**src/rtl/spi_init_pkg.sv**
```systemverilog
package spi_init_pkg;

  typedef enum logic [1:0] {
    CMD_RESET  = 2'd0,
    CMD_OPCOND = 2'd1,
    CMD_RDOCR  = 2'd2
  } cmdSel_t;

  typedef enum logic [2:0] {
    ERR_NONE     = 3'd0,
    ERR_RESP_TMO = 3'd1,
    ERR_ILLEGAL  = 3'd2,
    ERR_CRC      = 3'd3,
    ERR_INIT_TMO = 3'd4
  } errCode_t;

  // Strobes from the control FSM to the datapath
  typedef struct packed {
    logic    loadCmd;
    cmdSel_t cmdSel;
    logic    cmdPhase;
    logic    cntInc;
    logic    cntClr;
    logic    pollInc;
    logic    pollClr;
    logic    idleCap;
    logic    ocrCap;
  } dpStrobe_t;

  function automatic logic [5:0] cmdIndex(input cmdSel_t sel);
    case (sel)
      CMD_RESET:  return 6'd0;
      CMD_OPCOND: return 6'd1;
      default:    return 6'd58;
    endcase
  endfunction

  // CRC7, polynomial x^7 + x^3 + 1, MSB first
  function automatic logic [6:0] crc7(input logic [39:0] data);
    logic [6:0] acc;
    logic       fb;
    acc = '0;
    for (int i = 39; i >= 0; i--) begin
      fb  = data[i] ^ acc[6];
      acc = {acc[5:0], 1'b0};
      if (fb) acc = acc ^ 7'h09;
    end
    return acc;
  endfunction

endpackage

```
**src/rtl/spi_init_dp.sv**
```systemverilog
module spi_init_dp
  import spi_init_pkg::*;
#(
  parameter int RESP_BYTES = 8,
  parameter int MAX_POLLS  = 16
) (
  input  logic        clk,
  input  logic        rstN,
  input  dpStrobe_t   strb,
  input  logic [7:0]  rxByte,
  output logic [7:0]  txByte,
  output logic        frameLast,
  output logic        respLast,
  output logic        ocrLast,
  output logic        pollHit,
  output logic        cardIdle,
  output logic [31:0] ocrWord
);

  localparam int CNT_SPAN  = (RESP_BYTES > 6) ? RESP_BYTES : 6;
  localparam int CNT_W     = $clog2(CNT_SPAN);
  localparam int POLL_W    = $clog2(MAX_POLLS + 1);
  localparam int FRAME_LEN = 6;
  localparam int OCR_LEN   = 4;

  logic [CNT_W-1:0]  cnt;
  logic [POLL_W-1:0] pollCnt;
  logic [5:0]        cmdIdx;
  logic              idleQ;
  logic [31:0]       ocrQ;
  logic [39:0]       frameHead;
  logic [47:0]       frameWord;
  logic [47:0]       frameSh;

  always_ff @(posedge clk or negedge rstN) begin
    if (!rstN) begin
      cnt     <= '0;
      pollCnt <= '0;
      cmdIdx  <= '0;
      idleQ   <= 1'b1;
      ocrQ    <= '0;
    end else begin
      if (strb.cntClr)       cnt <= '0;
      else if (strb.cntInc)  cnt <= cnt + 1'b1;
      if (strb.pollClr)      pollCnt <= '0;
      else if (strb.pollInc) pollCnt <= pollCnt + 1'b1;
      if (strb.loadCmd)      cmdIdx <= cmdIndex(strb.cmdSel);
      if (strb.idleCap)      idleQ <= rxByte[0];
      if (strb.ocrCap)       ocrQ <= {ocrQ[23:0], rxByte};
    end
  end

  always_comb begin
    frameHead = {2'b01, cmdIdx, 32'h0000_0000};
    frameWord = {frameHead, crc7(frameHead), 1'b1};
    frameSh   = frameWord << {cnt, 3'b000};
    txByte    = strb.cmdPhase ? frameSh[47:40] : 8'hFF;
  end

  assign frameLast = (cnt == CNT_W'(FRAME_LEN - 1));
  assign respLast  = (cnt == CNT_W'(RESP_BYTES - 1));
  assign ocrLast   = (cnt == CNT_W'(OCR_LEN - 1));
  assign pollHit   = (pollCnt == POLL_W'(MAX_POLLS));
  assign cardIdle  = idleQ;
  assign ocrWord   = ocrQ;

  AST_FRAME_BOUND: assert property (@(posedge clk) disable iff (!rstN)
    (strb.cmdPhase && strb.cntInc) |-> (cnt < CNT_W'(FRAME_LEN - 1)))
    else $error("frame byte counter ran past the last frame byte");

endmodule

```
**src/rtl/spi_init_ctrl.sv**
```systemverilog
module spi_init_ctrl
  import spi_init_pkg::*;
(
  input  logic      clk,
  input  logic      rstN,
  input  logic      start,
  input  logic      ocrReq,
  input  logic      xferDone,
  input  logic      rxZeroMsb,
  input  logic      rxIllegal,
  input  logic      rxCrcErr,
  input  logic      frameLast,
  input  logic      respLast,
  input  logic      ocrLast,
  input  logic      pollHit,
  input  logic      cardIdle,
  output dpStrobe_t strb,
  output logic      xferStart,
  output logic      csN,
  output logic      clkEn,
  output logic      busy,
  output logic      done,
  output logic      fail,
  output logic      ocrDone,
  output errCode_t  errCode
);

  typedef enum logic [3:0] {
    S_IDLE, S_CMD_GO, S_CMD_WT, S_RSP_GO, S_RSP_WT,
    S_OCR_GO, S_OCR_WT, S_TRL_GO, S_TRL_WT
  } state_t;

  state_t   state, stateNext;
  cmdSel_t  cmdCur, cmdNext;
  errCode_t errPend, errPendNext, errCodeNext;
  logic     doneNext, failNext, ocrDoneNext;

  always_comb begin
    stateNext   = state;
    cmdNext     = cmdCur;
    errPendNext = errPend;
    errCodeNext = errCode;
    doneNext    = 1'b0;
    failNext    = 1'b0;
    ocrDoneNext = 1'b0;
    strb        = '0;
    xferStart   = 1'b0;
    case (state)
      S_IDLE: begin
        if (start) begin
          strb.loadCmd = 1'b1;
          strb.cmdSel  = CMD_RESET;
          strb.cntClr  = 1'b1;
          strb.pollClr = 1'b1;
          cmdNext      = CMD_RESET;
          errPendNext  = ERR_NONE;
          stateNext    = S_CMD_GO;
        end else if (ocrReq) begin
          strb.loadCmd = 1'b1;
          strb.cmdSel  = CMD_RDOCR;
          strb.cntClr  = 1'b1;
          cmdNext      = CMD_RDOCR;
          errPendNext  = ERR_NONE;
          stateNext    = S_CMD_GO;
        end
      end
      S_CMD_GO: begin
        strb.cmdPhase = 1'b1;
        xferStart     = 1'b1;
        stateNext     = S_CMD_WT;
      end
      S_CMD_WT: begin
        strb.cmdPhase = 1'b1;
        if (xferDone) begin
          if (frameLast) begin
            strb.cntClr = 1'b1;
            stateNext   = S_RSP_GO;
          end else begin
            strb.cntInc = 1'b1;
            stateNext   = S_CMD_GO;
          end
        end
      end
      S_RSP_GO: begin
        xferStart = 1'b1;
        stateNext = S_RSP_WT;
      end
      S_RSP_WT: begin
        if (xferDone) begin
          if (rxZeroMsb) begin
            strb.idleCap = 1'b1;
            strb.cntClr  = 1'b1;
            if (rxIllegal)     errPendNext = ERR_ILLEGAL;
            else if (rxCrcErr) errPendNext = ERR_CRC;
            stateNext = (!rxIllegal && !rxCrcErr && cmdCur == CMD_RDOCR) ? S_OCR_GO : S_TRL_GO;
          end else if (respLast) begin
            errPendNext = ERR_RESP_TMO;
            stateNext   = S_TRL_GO;
          end else begin
            strb.cntInc = 1'b1;
            stateNext   = S_RSP_GO;
          end
        end
      end
      S_OCR_GO: begin
        xferStart = 1'b1;
        stateNext = S_OCR_WT;
      end
      S_OCR_WT: begin
        if (xferDone) begin
          strb.ocrCap = 1'b1;
          if (ocrLast) begin
            stateNext = S_TRL_GO;
          end else begin
            strb.cntInc = 1'b1;
            stateNext   = S_OCR_GO;
          end
        end
      end
      S_TRL_GO: begin
        xferStart = 1'b1;
        stateNext = S_TRL_WT;
      end
      S_TRL_WT: begin
        if (xferDone) begin
          stateNext = S_IDLE;
          if (errPend != ERR_NONE) begin
            failNext    = 1'b1;
            errCodeNext = errPend;
          end else if (cmdCur == CMD_RDOCR) begin
            ocrDoneNext = 1'b1;
          end else if (cmdCur == CMD_OPCOND && !cardIdle) begin
            doneNext = 1'b1;
          end else if (cmdCur == CMD_OPCOND && pollHit) begin
            failNext    = 1'b1;
            errCodeNext = ERR_INIT_TMO;
          end else begin
            strb.loadCmd = 1'b1;
            strb.cmdSel  = CMD_OPCOND;
            strb.cntClr  = 1'b1;
            strb.pollInc = 1'b1;
            cmdNext      = CMD_OPCOND;
            stateNext    = S_CMD_GO;
          end
        end
      end
      default: stateNext = S_IDLE;
    endcase
  end

  always_ff @(posedge clk or negedge rstN) begin
    if (!rstN) begin
      state   <= S_IDLE;
      cmdCur  <= CMD_RESET;
      errPend <= ERR_NONE;
      errCode <= ERR_NONE;
      done    <= 1'b0;
      fail    <= 1'b0;
      ocrDone <= 1'b0;
    end else begin
      state   <= stateNext;
      cmdCur  <= cmdNext;
      errPend <= errPendNext;
      errCode <= errCodeNext;
      done    <= doneNext;
      fail    <= failNext;
      ocrDone <= ocrDoneNext;
    end
  end

  assign busy  = (state != S_IDLE);
  assign clkEn = busy;
  assign csN   = !(state inside {S_CMD_GO, S_CMD_WT, S_RSP_GO, S_RSP_WT, S_OCR_GO, S_OCR_WT});

  AST_START_CLK: assert property (@(posedge clk) disable iff (!rstN)
    xferStart |-> clkEn)
    else $error("byte exchange started with the clock gated");
  AST_CLK_STOP_CS: assert property (@(posedge clk) disable iff (!rstN)
    $fell(clkEn) |-> csN)
    else $error("clock stopped while chip select was asserted");
  AST_POLL_LIMIT: assert property (@(posedge clk) disable iff (!rstN)
    strb.pollInc |-> !pollHit)
    else $error("poll command issued beyond the limit");
  AST_OUTCOME_EXCL: assert property (@(posedge clk) disable iff (!rstN)
    !(done && fail))
    else $error("done and fail pulsed together");
  AST_FAIL_CODE: assert property (@(posedge clk) disable iff (!rstN)
    fail |-> (errCode != ERR_NONE))
    else $error("fail pulsed without an error code");

endmodule

```
**src/rtl/spi_card_init.sv**
```systemverilog
module spi_card_init
  import spi_init_pkg::*;
#(
  parameter int RESP_BYTES = 8,
  parameter int MAX_POLLS  = 16
) (
  input  logic        clk,
  input  logic        rstN,
  input  logic        start,
  input  logic        ocrReq,
  output logic        busy,
  output logic        done,
  output logic        fail,
  output logic [2:0]  errCode,
  output logic        ocrDone,
  output logic [31:0] ocrValue,
  output logic        xferStart,
  output logic [7:0]  txByte,
  input  logic        xferDone,
  input  logic [7:0]  rxByte,
  output logic        csN,
  output logic        clkEn
);

  dpStrobe_t strb;
  errCode_t  errCodeQ;
  logic      frameLast, respLast, ocrLast, pollHit, cardIdle;

  spi_init_ctrl ctrl_i (
    .clk       (clk),
    .rstN      (rstN),
    .start     (start),
    .ocrReq    (ocrReq),
    .xferDone  (xferDone),
    .rxZeroMsb (!rxByte[7]),
    .rxIllegal (rxByte[2]),
    .rxCrcErr  (rxByte[3]),
    .frameLast (frameLast),
    .respLast  (respLast),
    .ocrLast   (ocrLast),
    .pollHit   (pollHit),
    .cardIdle  (cardIdle),
    .strb      (strb),
    .xferStart (xferStart),
    .csN       (csN),
    .clkEn     (clkEn),
    .busy      (busy),
    .done      (done),
    .fail      (fail),
    .ocrDone   (ocrDone),
    .errCode   (errCodeQ)
  );

  spi_init_dp #(
    .RESP_BYTES (RESP_BYTES),
    .MAX_POLLS  (MAX_POLLS)
  ) dp_i (
    .clk       (clk),
    .rstN      (rstN),
    .strb      (strb),
    .rxByte    (rxByte),
    .txByte    (txByte),
    .frameLast (frameLast),
    .respLast  (respLast),
    .ocrLast   (ocrLast),
    .pollHit   (pollHit),
    .cardIdle  (cardIdle),
    .ocrWord   (ocrValue)
  );

  assign errCode = errCodeQ;

endmodule

```
**config.mk**
```make
export PLATFORM = sky130hd
export DESIGN_NAME = spi_card_init
export DESIGN_NICKNAME = d
export VERILOG_FILES = /design/src/rtl/spi_init_pkg.sv /design/src/rtl/spi_init_dp.sv /design/src/rtl/spi_init_ctrl.sv /design/src/rtl/spi_card_init.sv
export SDC_FILE = /design/constraint.sdc
export NUM_CORES = 1
export LEC_CHECK = 0
export BUFFER_PORTS_ARGS = -buffer_cell sky130_fd_sc_hd__buf_4
export CORE_AREA = 2 2 84 78
export CTS_CLUSTER_SIZE = 16
export DETAILED_ROUTE_END_ITERATION = 10
export DIE_AREA = 0 0 86 80
export PLACE_DENSITY = 0.69
export SYNTH_ARGS = -nofsm -noshare
export SYNTH_HDL_FRONTEND = slang
export SYNTH_HIERARCHICAL = 1
export SYNTH_SLANG_ARGS = --single-unit
```
**constraint.sdc**
```tcl
create_clock -name clk -period 3.5 [get_ports clk]
set_input_delay 0.175 -clock clk [delete_from_list [all_inputs] [get_ports clk]]
set_output_delay 0.175 -clock clk [all_outputs]
set_load 0.01 [all_outputs]
```
==> run summary <==
The flip-flop and latch count after synthesis came out at 57. The die outline width is about 86 µm. The post-synthesis async set-or-reset flop share came out at 1.00. The clock reaches the later pin of the worst-skew pair after roughly 330 ps. The kind of start point of the critical path is a flop. Setup total negative slack on the finished layout was measured at 0 ps. The total of cells resized after clock tree synthesis is 0. The run finished with clean final reports. The post-route DRC violation count came out at 0.

The area growth from synthesis to layout came out at 24.5%. The initial core utilization came out at 0.485. The critical path data required time came out at ~3700 ps. The number of inserted diodes came out at 0. Dividing total power by cell area gives a power density of 826 nW/µm². The residual overflow from global routing came out at 0. The share of total power dissipated in the clock network is 0.216. The element type at the critical path end is a flop.

The number of synthesized flops with an enable pin is 0. The maximum vdd ir drop came out at 435 µV. The category of the most critical setup path is flop to flop. The per-instance average area after synthesis is 11.7 µm². The number of distinct library cell variants in the gate-level netlist after synthesis is 57. Setup repair after global routing left no endpoint under its margin. The library cells used most frequently in the layout, excluding fill and tap cells, are buf_4 (63), dfrtp_1 (56), mux2_2 (31), nor2_1 (17), inv_1 (16). The pin count of the biggest net entering global routing came out at 58. The switching share of power came out at 0.358.

The number of core rows is 27. The path class of the tightest hold or removal check is input port to flop. The CTS sink count came out at 57. The worst-case clock buffer depth came out at 2. In the finished design, the share of the clock period the worst path needs comes to 0.678.

The vertical die dimension is 80 µm. The static power due to leakage is between 0.0015 and 0.002 µW. The reported net switching power is 1070 µW. The most common cell after layout, fill and taps aside is buf_4. The routability-driven placement congestion ratio is approximately 0.88.

The clock slew at the register clock pins of the worst setup and hold paths came out at 60 ps. The die covers between 6000 and 7000 µm². The slew of the pin with the lowest slew margin came out at 790 ps. The DRC violation total after the first TritonRoute iteration is 72. The final worst-path setup slack is 1130 ps.

The global router's overall resource usage is 0.178. The total vias in the final route came out at 2,028. The internal cell power is 1920 µW. The share of total power in sequential cells came out at 0.362.

The cell count after synthesis came out at 247. The number of nets handed over by synthesis was 271. The part of the power in combinational logic came out at 0.422. The count of endpoints failing hold in the final timing report is 0. The share of synthesized area occupied by flip-flops and latches is 0.492.

The count of input and output buffers is 62. The region available for standard cell placement spans 5980 µm². CTS built an H-tree with a depth of 3. For the worst flop-to-flop path, the logic depth is 5. The average wire per cell in the routed design is ~15 µm. The clock tree root driver cell is clkbuf_8. The normalized max-slew margin is 0.472. The net count reported at finish is approximately 330. The number of vias per cell after detailed routing came out at 5.25.

At the end of the flow the core is filled with cells to 0.604. Of the cells placed in the final design, the portion with a size suffix greater than 1 is 0.382. The max-capacitance violation count is 0. Leaving out filler cells and counting taps, the final layout contains 386. Clock tree synthesis inserted a total of 9 buffers.

The largest fanout on the critical path is 14. The worst clock skew on the final layout is ~6.2 ps. The post-placement cell count is 369. In the synthesized netlist the dominant register cell turns out to be dfrtp_1. The timing-limited maximum frequency came out at 422 MHz.

The number of antenna violations at the first check in global routing came out at 0. The number of endpoints failing setup at the final stage is 0. The remaining number of nets flagged by the antenna check after routing came out at 0. The total I/O pin count came out at 63.

The worst hold path was traced through 2 stages. The aggregate routed wire length is 5630 µm. The global-route wire length before repair came out at 9500 µm. TritonCTS built the clock tree. The final count of pins violating max slew is 0. The detailed placement HPWL is around 4000 µm. The Yosys step of the flow raised 6 warnings.

The number of iterations in the first detailed-routing pass came out at 4. The summed instance area of the synthesized netlist came out at between 2000 and 3000 µm². Data arrives at the worst endpoint at 2590 ps. The number of global-route vias before repair came out at approximately 2,000.

The post-layout minimum cycle time came out at 2370 ps. Before CTS, the worst setup slack after placement is 1140 ps.
cell usage after synthesis (all sizes together), types with 2 or more instances:
| master | n | area (µm²) |
|---|---|---|
| nor4 | 2 | 18.8 |
| o41ai | 2 | 17.5 |
| inv | 17 | 63.8 |
| nand3b | 5 | 37.5 |
| nand4 | 2 | 12.5 |
| nor2b | 9 | 56.3 |
| buf | 12 | 77.6 |
| nand2b | 5 | 31.3 |
| nand2 | 8 | 32.5 |
| nor4bb | 2 | 20.0 |
| xor2 | 2 | 17.5 |
| nand3 | 7 | 35.0 |
| dfrtp | 56 | 1400 |
| mux2 | 40 | 450 |
| o31ai | 2 | 20.0 |
| or3 | 2 | 12.5 |
| a2111oi | 2 | 36.3 |
| mux2i | 3 | 30.0 |
| o21ai | 5 | 25.0 |
| nor3 | 3 | 15.0 |
| a32o | 2 | 20.0 |
| nor2 | 17 | 63.8 |
| ha | 11 | 138 |
| a21oi | 4 | 20.0 |
| xnor2 | 4 | 35.0 |
power by group through the flow:
stage	Combinational [µW]	Sequential, µW	Clock, µW
3_5_place_dp	1270	1090	0
6_report	1260	1080	645
5_1_grt	1390	1120	689
2_1_floorplan	773	1070	0
4_1_cts	1280	1080	667
3_3_place_gp	1240	1080	0
stage by stage:
stage | hold slack [ps] | instance area, µm² | total power [µW]
after floorplan | -121 | 2900 | 1840
after global placement | 286 | 3390 | 2320
after detailed placement | 277 | 3390 | 2360
after CTS | 50.6 | 3610 | 3020
after global routing | 53.9 | 3610 | 3200
final | 69.7 | 3610 | 2980
state kept, by name, summed over array words and instances, names as in the netlist, 2 cells and up:
register and count:
ctrl_i/cmdCur 2, ctrl_i/errCode 3, ctrl_i/errPend 2, ctrl_i/state 4
dp_i/cmdIdx 2, dp_i/cnt 3, dp_i/ocrWord 32, dp_i/pollCnt 5
cell type report:
| class | instances | area [µm²] |
|---|---|---|
| Sequential cell | 57 | 1430 |
| Clock buffer | 12 | 165 |
| Tap cell | 72 | 90.1 |
| Inverter | 17 | 63.8 |
| Timing Repair Buffer | 64 | 483 |
| Multi-Input combinational cell | 160 | 1330 |
| Fill cell | 521 | 2370 |
| Clock inverter | 4 | 50.0 |
cell families (layout without fill, tap and decap cells):
| logic type | count (synthesis) | in the layout | share of synthesized area |
|---|---|---|---|
| and+or+nand+nor | 69 | 69 | 0.138 |
| DFF | 57 | 57 | 0.492 |
| muxes | 43 | 43 | 0.166 |
| AOI/OAI and AO/OA | 31 | 31 | 0.0893 |
| buffers and inverters | 30 | 97 | 0.0500 |
| adders and majority gates | 11 | 11 | 0.0474 |
| xor gates and xnor gates | 6 | 6 | 0.0181 |
worst paths after layout:
check / endpoint / slack (ps) / startpoint
max: dp_i/pollCnt[4]$_DFFE_PN0P_ / 1130 / ctrl_i/state[3]$_DFFE_PN0P_
min: dp_i/ocrWord[1]$_DFFE_PN0P_ / 70 / rxByte[1]
max reg2reg: dp_i/pollCnt[4]$_DFFE_PN0P_ / 1130 / ctrl_i/state[3]$_DFFE_PN0P_
min reg2reg: ctrl_i/errCode[1]$_DFFE_PN0P_ / 490 / ctrl_i/errCode[1]$_DFFE_PN0P_
max in group asynchronous: dp_i/ocrWord[0]$_DFFE_PN0P_ / 2600 / rstN
min in group asynchronous: dp_i/cnt[1]$_DFFE_PN0P_ / 440 / rstN
per-layer routing:
layer | global-route usage | routed length (µm)
met4 | 0.0778 | 82
met2 | 0.286 | 2780
met1 | 0.219 | 2540
met3 | 0.0569 | 224
met5 | 0 | 0
worst max-delay path, cell delays in order (launching register included):
cell and delay, ps:
dfrtp_1 660, and2b_1 220, nand3_1 180, nor2b_1 670, nand4_1 190, mux2_1 330
repair_timing:
item / 4_1_cts / 5_1_grt
hold buffers: 1 / 0
hold endpoints to repair: 56 / 0
buffers inserted: 0 / 0
Power figures use the tool's default switching activity.
